[config.mk]
export PLATFORM = sky130hd
export DESIGN_NAME = xover_sel
export DESIGN_NICKNAME = d
export VERILOG_FILES = /design/src/rtl/xover_pkg.sv /design/src/rtl/xover_rst_sync.sv /design/src/rtl/xover_lfsr.sv /design/src/rtl/xover_dwell.sv /design/src/rtl/xover_sel.sv
export SDC_FILE = /design/constraint.sdc
export NUM_CORES = 1
export LEC_CHECK = 0
export BUFFER_PORTS_ARGS = -buffer_cell sky130_fd_sc_hd__buf_2
export CAP_MARGIN = 20
export CORE_MARGIN = 4
export CORE_UTILIZATION = 57
export CTS_CLUSTER_SIZE = 40
export DETAILED_ROUTE_END_ITERATION = 8
export PLACE_DENSITY = 0.76
export SLEW_MARGIN = 20
export SYNTH_ARGS = -nofsm -noshare
export SYNTH_HDL_FRONTEND = slang
export SYNTH_SLANG_ARGS = --single-unit
[constraint.sdc]
create_clock -name clk -period 0.8 [get_ports clk]
set_input_delay 0.08 -clock clk [delete_from_list [all_inputs] [get_ports clk]]
set_output_delay 0.08 -clock clk [all_outputs]
set_load 0.02 [all_outputs]
[src/rtl/xover_pkg.sv]
package xover_pkg;

  typedef enum logic [1:0] {
    XS_IDLE_MDI = 2'd0,
    XS_FORCED   = 2'd1,
    XS_HUNT     = 2'd2,
    XS_HOLD     = 2'd3
  } xs_mode_e;

  function automatic xs_mode_e decode_mode(input logic force_x,
                                           input logic auto_en,
                                           input logic forced_mode,
                                           input logic activity);
    if (force_x)                       return XS_FORCED;
    else if (!auto_en || forced_mode)  return XS_IDLE_MDI;
    else if (activity)                 return XS_HOLD;
    else                               return XS_HUNT;
  endfunction

endpackage

[src/rtl/xover_rst_sync.sv]
module xover_rst_sync #(
  parameter int STAGES = 2
) (
  input  logic clk,
  input  logic rst_n,
  output logic rst_sync_n
);

  logic [STAGES-1:0] sh_q;

  always_ff @(posedge clk or negedge rst_n) begin
    if (!rst_n) sh_q <= '0;
    else        sh_q <= {sh_q[STAGES-2:0], 1'b1};
  end

  assign rst_sync_n = sh_q[STAGES-1];

endmodule

[src/rtl/xover_lfsr.sv]
module xover_lfsr #(
  parameter int          W      = 11,
  parameter int          TAP_HI = 10,
  parameter int          TAP_LO = 8,
  parameter logic [W-1:0] START = 1
) (
  input  logic         clk,
  input  logic         rst_n,
  input  logic         step,
  output logic [W-1:0] q,
  output logic [W-1:0] nxt
);

  logic [W-1:0] q_q, q_d;

  assign nxt = {q_q[W-2:0], q_q[TAP_HI] ^ q_q[TAP_LO]};

  always_comb begin
    q_d = q_q;
    if (step) q_d = nxt;
  end

  always_ff @(posedge clk or negedge rst_n) begin
    if (!rst_n) q_q <= START;
    else        q_q <= q_d;
  end

  assign q = q_q;

endmodule

[src/rtl/xover_dwell.sv]
module xover_dwell #(
  parameter int           W       = 8,
  parameter logic [W-1:0] RST_VAL = '0
) (
  input  logic         clk,
  input  logic         rst_n,
  input  logic         load,
  input  logic [W-1:0] load_val,
  output logic         expired
);

  logic [W-1:0] cnt_q, cnt_d;

  always_comb begin
    if (load) cnt_d = load_val;
    else      cnt_d = cnt_q - W'(1);
  end

  always_ff @(posedge clk or negedge rst_n) begin
    if (!rst_n) cnt_q <= RST_VAL;
    else        cnt_q <= cnt_d;
  end

  assign expired = (cnt_q == '0);

endmodule

[src/rtl/xover_sel.sv]
module xover_sel
  import xover_pkg::*;
#(
  parameter int               LFSR_W    = 11,
  parameter int               TAP_HI    = 10,
  parameter int               TAP_LO    = 8,
  parameter logic [LFSR_W-1:0] SEED     = 11'h2B5,
  parameter int               MIN_DWELL = 64,
  parameter int               SPAN_W    = 6
) (
  input  logic clk,
  input  logic rst_n,
  input  logic cfg_auto_en,
  input  logic cfg_force_x,
  input  logic forced_mode,
  input  logic link_up,
  input  logic pulse_ok,
  output logic mdix_sel
);

  localparam int MAX_DWELL = MIN_DWELL + (1 << SPAN_W) - 1;
  localparam int CNT_W     = $clog2(MAX_DWELL + 1);
  localparam logic [LFSR_W-1:0] START_V = (SEED == '0) ? LFSR_W'(1) : SEED;
  localparam logic [CNT_W-1:0]  MIN_C   = CNT_W'(MIN_DWELL);
  localparam logic [CNT_W-1:0]  RST_CNT =
    CNT_W'(MIN_DWELL + int'(START_V[SPAN_W-1:0]) - 1);

  logic              rst_q_n;
  xs_mode_e          mode;
  logic [LFSR_W-1:0] lfsr_q, lfsr_nx;
  logic [CNT_W-1:0]  dwell_now, dwell_adv, load_val;
  logic              expired, load, step;
  logic              sel_q, sel_d;

  xover_rst_sync #(.STAGES(2)) i_rst_sync (
    .clk        (clk),
    .rst_n      (rst_n),
    .rst_sync_n (rst_q_n)
  );

  assign mode = decode_mode(cfg_force_x, cfg_auto_en, forced_mode,
                            link_up | pulse_ok);

  // Dwell lengths taken from the current and the advanced LFSR value
  assign dwell_now = MIN_C + CNT_W'(lfsr_q[SPAN_W-1:0]);
  assign dwell_adv = MIN_C + CNT_W'(lfsr_nx[SPAN_W-1:0]);

  assign step     = (mode == XS_HUNT) && expired;
  assign load     = (mode != XS_HUNT) || expired;
  assign load_val = ((mode == XS_HUNT) ? dwell_adv : dwell_now) - CNT_W'(1);

  xover_lfsr #(
    .W      (LFSR_W),
    .TAP_HI (TAP_HI),
    .TAP_LO (TAP_LO),
    .START  (START_V)
  ) i_lfsr (
    .clk   (clk),
    .rst_n (rst_q_n),
    .step  (step),
    .q     (lfsr_q),
    .nxt   (lfsr_nx)
  );

  xover_dwell #(
    .W       (CNT_W),
    .RST_VAL (RST_CNT)
  ) i_dwell (
    .clk      (clk),
    .rst_n    (rst_q_n),
    .load     (load),
    .load_val (load_val),
    .expired  (expired)
  );

  always_comb begin
    case (mode)
      XS_HUNT: sel_d = sel_q ^ expired;
      XS_HOLD: sel_d = sel_q;
      default: sel_d = 1'b0;
    endcase
  end

  always_ff @(posedge clk or negedge rst_q_n) begin
    if (!rst_q_n) sel_q <= 1'b0;
    else          sel_q <= sel_d;
  end

  always_comb begin
    case (mode)
      XS_FORCED:        mdix_sel = 1'b1;
      XS_HUNT, XS_HOLD: mdix_sel = sel_q;
      default:          mdix_sel = 1'b0;
    endcase
  end

endmodule

==> flow_metrics.py <==
metrics = {
    "min_path": {
        "min_from": "cfg_force_x",
        "min_to": "sel_q$_DFFE_PN0P_",
        "hold_depth": 3,
        "hold_class": "primary input to flop",
    },
    "worst_setup_path": {
        "critPathTopFamily": "flip-flops",
        "startpoint": "i_dwell.cnt_q[5]$_DFF_PN1_",
        "crit_fanout": 4,
        "r2r-end": "i_dwell.cnt_q[4]$_DFF_PN1_",
        "worstSetupPathType": "flop to flop",
        "max_stage_delay_ns": 0.59,
        "r2r_start": "i_dwell.cnt_q[5]$_DFF_PN1_",
        "path_cells": "nor4_4 > buf_4 > buf_6 > a31oi_4 > a21oi_4 > buf_6 > nor2_1 > nand2_1 > xnor2_1",
        "required_ns": 1.04,
        "worst-path-buf-inv": 3,
        "start_kind": "flop",
        "cp.arrival_ns": 2.17,
        "rrSetupSlack_ns": -1.13,
        "end_kind": "flop",
        "slowest_stage": "dfstp_2",
        "worst_path_most_repeated_cell": "buf_6",
        "reg2reg_depth": 9,
    },
    "global_route": {
        "grt.overflow.total": 0,
        "gr-usage-met3_pct": 2.67,
        "grt.met2_usage_pct": 46.7,
        "antenna_found_initial": 0,
        "grt_pass1_wl_um": 4660,
        "gr-max-usage-layer": "met2",
        "grt_pass1_vias": 950,
        "grt_max_degree": 14,
        "use_met1_pct": 29.5,
        "grt_use_total_pct": 25.8,
    },
    "floorplan": {
        "die_h_um": 50.4,
        "dieArea_sq_mm": 0.00254,
        "initial_core_util_pct": 59.9,
        "dieWidth_um": 50.4,
        "row_count": 15,
        "design.core.area_sq_mm": 0.00171,
        "ioPinCount": 8,
    },
    "drt": {
        "vias": 852,
        "ant_nets": 0,
        "wl_per_cell_um": 19.2,
        "viasPerCell": 5.43,
        "wl_um": 3010,
        "drt-initial-drc-count": 20,
        "drc_errors": 0,
        "firstDrtPassIters": 4,
    },
    "power": {
        "p_total_mw": 1.93,
        "p_leak_nw": 0.745,
        "vdd_drop_max_mv": 1.75,
        "power_density_mw_per_mm2": 1230,
    },
    "sta": {
        "setup-tns-final_ns": -18.39,
        "fin_ws_ns": -1.13,
        "finalHoldViolCount": 0,
        "drv_slew": 0,
        "rsz0062_at_grt": "true",
        "hold-worst-slack_ns": 0.0476,
        "skew_ns": 0.00322,
        "setup_violations": 20,
        "fmax_mhz": 518,
        "period_share_pct": 241,
        "fin_crit_ns": 1.93,
    },
    "clocking": {
        "clk_path_buf_depth": 2,
        "clock_latency_ns": 0.32,
        "cts_tree": "done",
        "cts_root_buffer": "clkbuf_4",
        "cts.htree.levels": 1,
        "cts_buffers": 3,
        "cts_num_sinks": 21,
        "path_clk_slew_ns": 0.12,
    },
    "placed_design": {
        "globalplace.congestion": 0.865,
        "portBuffers": 7,
        "dp_slack_ns": -1.04,
        "hpwl_um": 1570,
    },
    "logic_synthesis": {
        "postSynthCellCount": 84,
        "synth_top_cell_area_share_pct": 26.9,
        "syn_area_sq_mm": 0.00102,
        "synth_top_area_cell": "dfrtp_1",
        "synth_cell_types": 28,
        "ys_seq_area_share_pct": 52.6,
        "avgSynthCellArea_sq_um": 12.2,
        "synth_fp_nets": 92,
        "ys_warn_count": 0,
        "synth_seq_cells": 21,
        "synthTopCellsByArea": "dfrtp_1, dfstp_2, mux2_2, xor2_1, a21oi_1",
    },
    "layout": {
        "fin_nets": 141,
        "fin_util_pct": 92.2,
        "n_fill_cell": 59,
        "drive_gt1_share_pct": 72.7,
        "antenna_cells": 0,
        "area_growth_pct": 54.1,
    },
    "outcome": {
        "failed_checks": "negative setup slack",
        "outcome": "finished, violations left",
    },
    "job": {
        "cap_violations": 0,
    },
}
## flip-flops by register name, indices dropped and copies added (netlist names)
register         cells
i_dwell.cnt_q        7
i_rst_sync.sh_q      2
i_lfsr.q            11
sel_q                1
## synthesized netlist by cell type (all sizes together)
master,number
a21oi,9
a31o,2
a31oi,4
or3b,1
buf,2
nor3,3
nor4,1
and2,1
mux2i,1
xnor2,2
nor3b,3
and3,1
nand3,1
mux2,11
dfrtp,11
nand2,4
ha,1
nor2,6
dfstp,10
xor2,5
o21ai,1
conb,1
a21o,1
inv,2
## worst max path at each step
stage	slack (ns)	cells after the start	to
final	-1.13	9	i_dwell.cnt_q[4]$_DFF_PN1_
after global routing	-1.20	9	i_dwell.cnt_q[4]$_DFF_PN1_
after CTS	-1.01	7	i_dwell.cnt_q[6]$_DFF_PN1_
after detailed placement	-1.04	8	i_dwell.cnt_q[6]$_DFF_PN1_
after global placement	-1.0	8	i_dwell.cnt_q[6]$_DFF_PN1_
after floorplan	-0.96	8	i_dwell.cnt_q[6]$_DFF_PN1_
## timing repair
action                     in CTS  in global routing
setup endpoints to repair      20                 20
hold buffers                    1                  0
pin swaps                       8                  6
resized for setup              22                  8
hold endpoints to repair        2                  0
buffers inserted                8                  4
gates cloned                    0                  0
## metrics by stage
stage / cell area (sq um) / cells
global route: 1580 / 157
finish: 1580 / 157
CTS: 1510 / 153
detailed placement: 1310 / 142
floorplan: 1060 / 84
global placement: 1310 / 142
## tightest hold or removal path, stage by stage
cell,delay [ns]
buf_2,0.09
or3b_4,0.13
nor2_1,0.04
## logic make-up (layout without fill, tap and decap cells)
logic type | Yosys count | in the layout | synth area share (%)
compound gates | 17 | 17 | 10.5
xor+xnor | 7 | 7 | 6.00
fa+ha+maj | 1 | 1 | 1.22
buf+inv | 4 | 52 | 2.94
flops | 21 | 21 | 52.6
mux | 12 | 12 | 13.1
other cells | 1 | 1 | 0.367
simple gates | 21 | 21 | 13.2
## metal layers
metal / vias up / share of wire, %
met5: - / 0
met4: 0 / 3.8
met3: 10 / 3.2
met2: 23 / 53
met1: 426 / 40
li1: 393 / -
## report_power, final
group / switching (mW) / internal [mW] / total [mW] / leakage [nW]
Clock: 0.366 / 0.192 / 0.558 / 0.0139
Combinational: 0.123 / 0.118 / 0.241 / 0.493
Sequential: 0.0296 / 1.10 / 1.13 / 0.239
Total: 0.519 / 1.41 / 1.93 / 0.745
## layout by cell type (no fill, tap or decap), types with 2 or more instances in the layout
master	instances
a31oi_4	2
a21oi_4	2
nand2_4	2
dfstp_2	10
xor2_1	5
buf_2	6
dfrtp_1	11
buf_4	30
nor3_4	2
a21oi_2	2
clkbuf_4	3
a31oi_1	2
mux2_2	10
nor3b_1	2
a21oi_1	5
a31o_2	2
buf_6	9
nor2_1	5
## final cells by class
type | instances | area (sq um) | area share (%)
Clock buffer | 3 | 22.5 | 1.43
Clock inverter | 1 | 7.51 | 0.477
Inverter | 2 | 7.51 | 0.477
Multi-Input combinational cell | 59 | 602 | 38.2
Sequential cell | 21 | 538 | 34.2
Tap cell | 25 | 31.3 | 1.99
Timing Repair Buffer | 46 | 367 | 23.3
(Power assumes the default switching activity.)
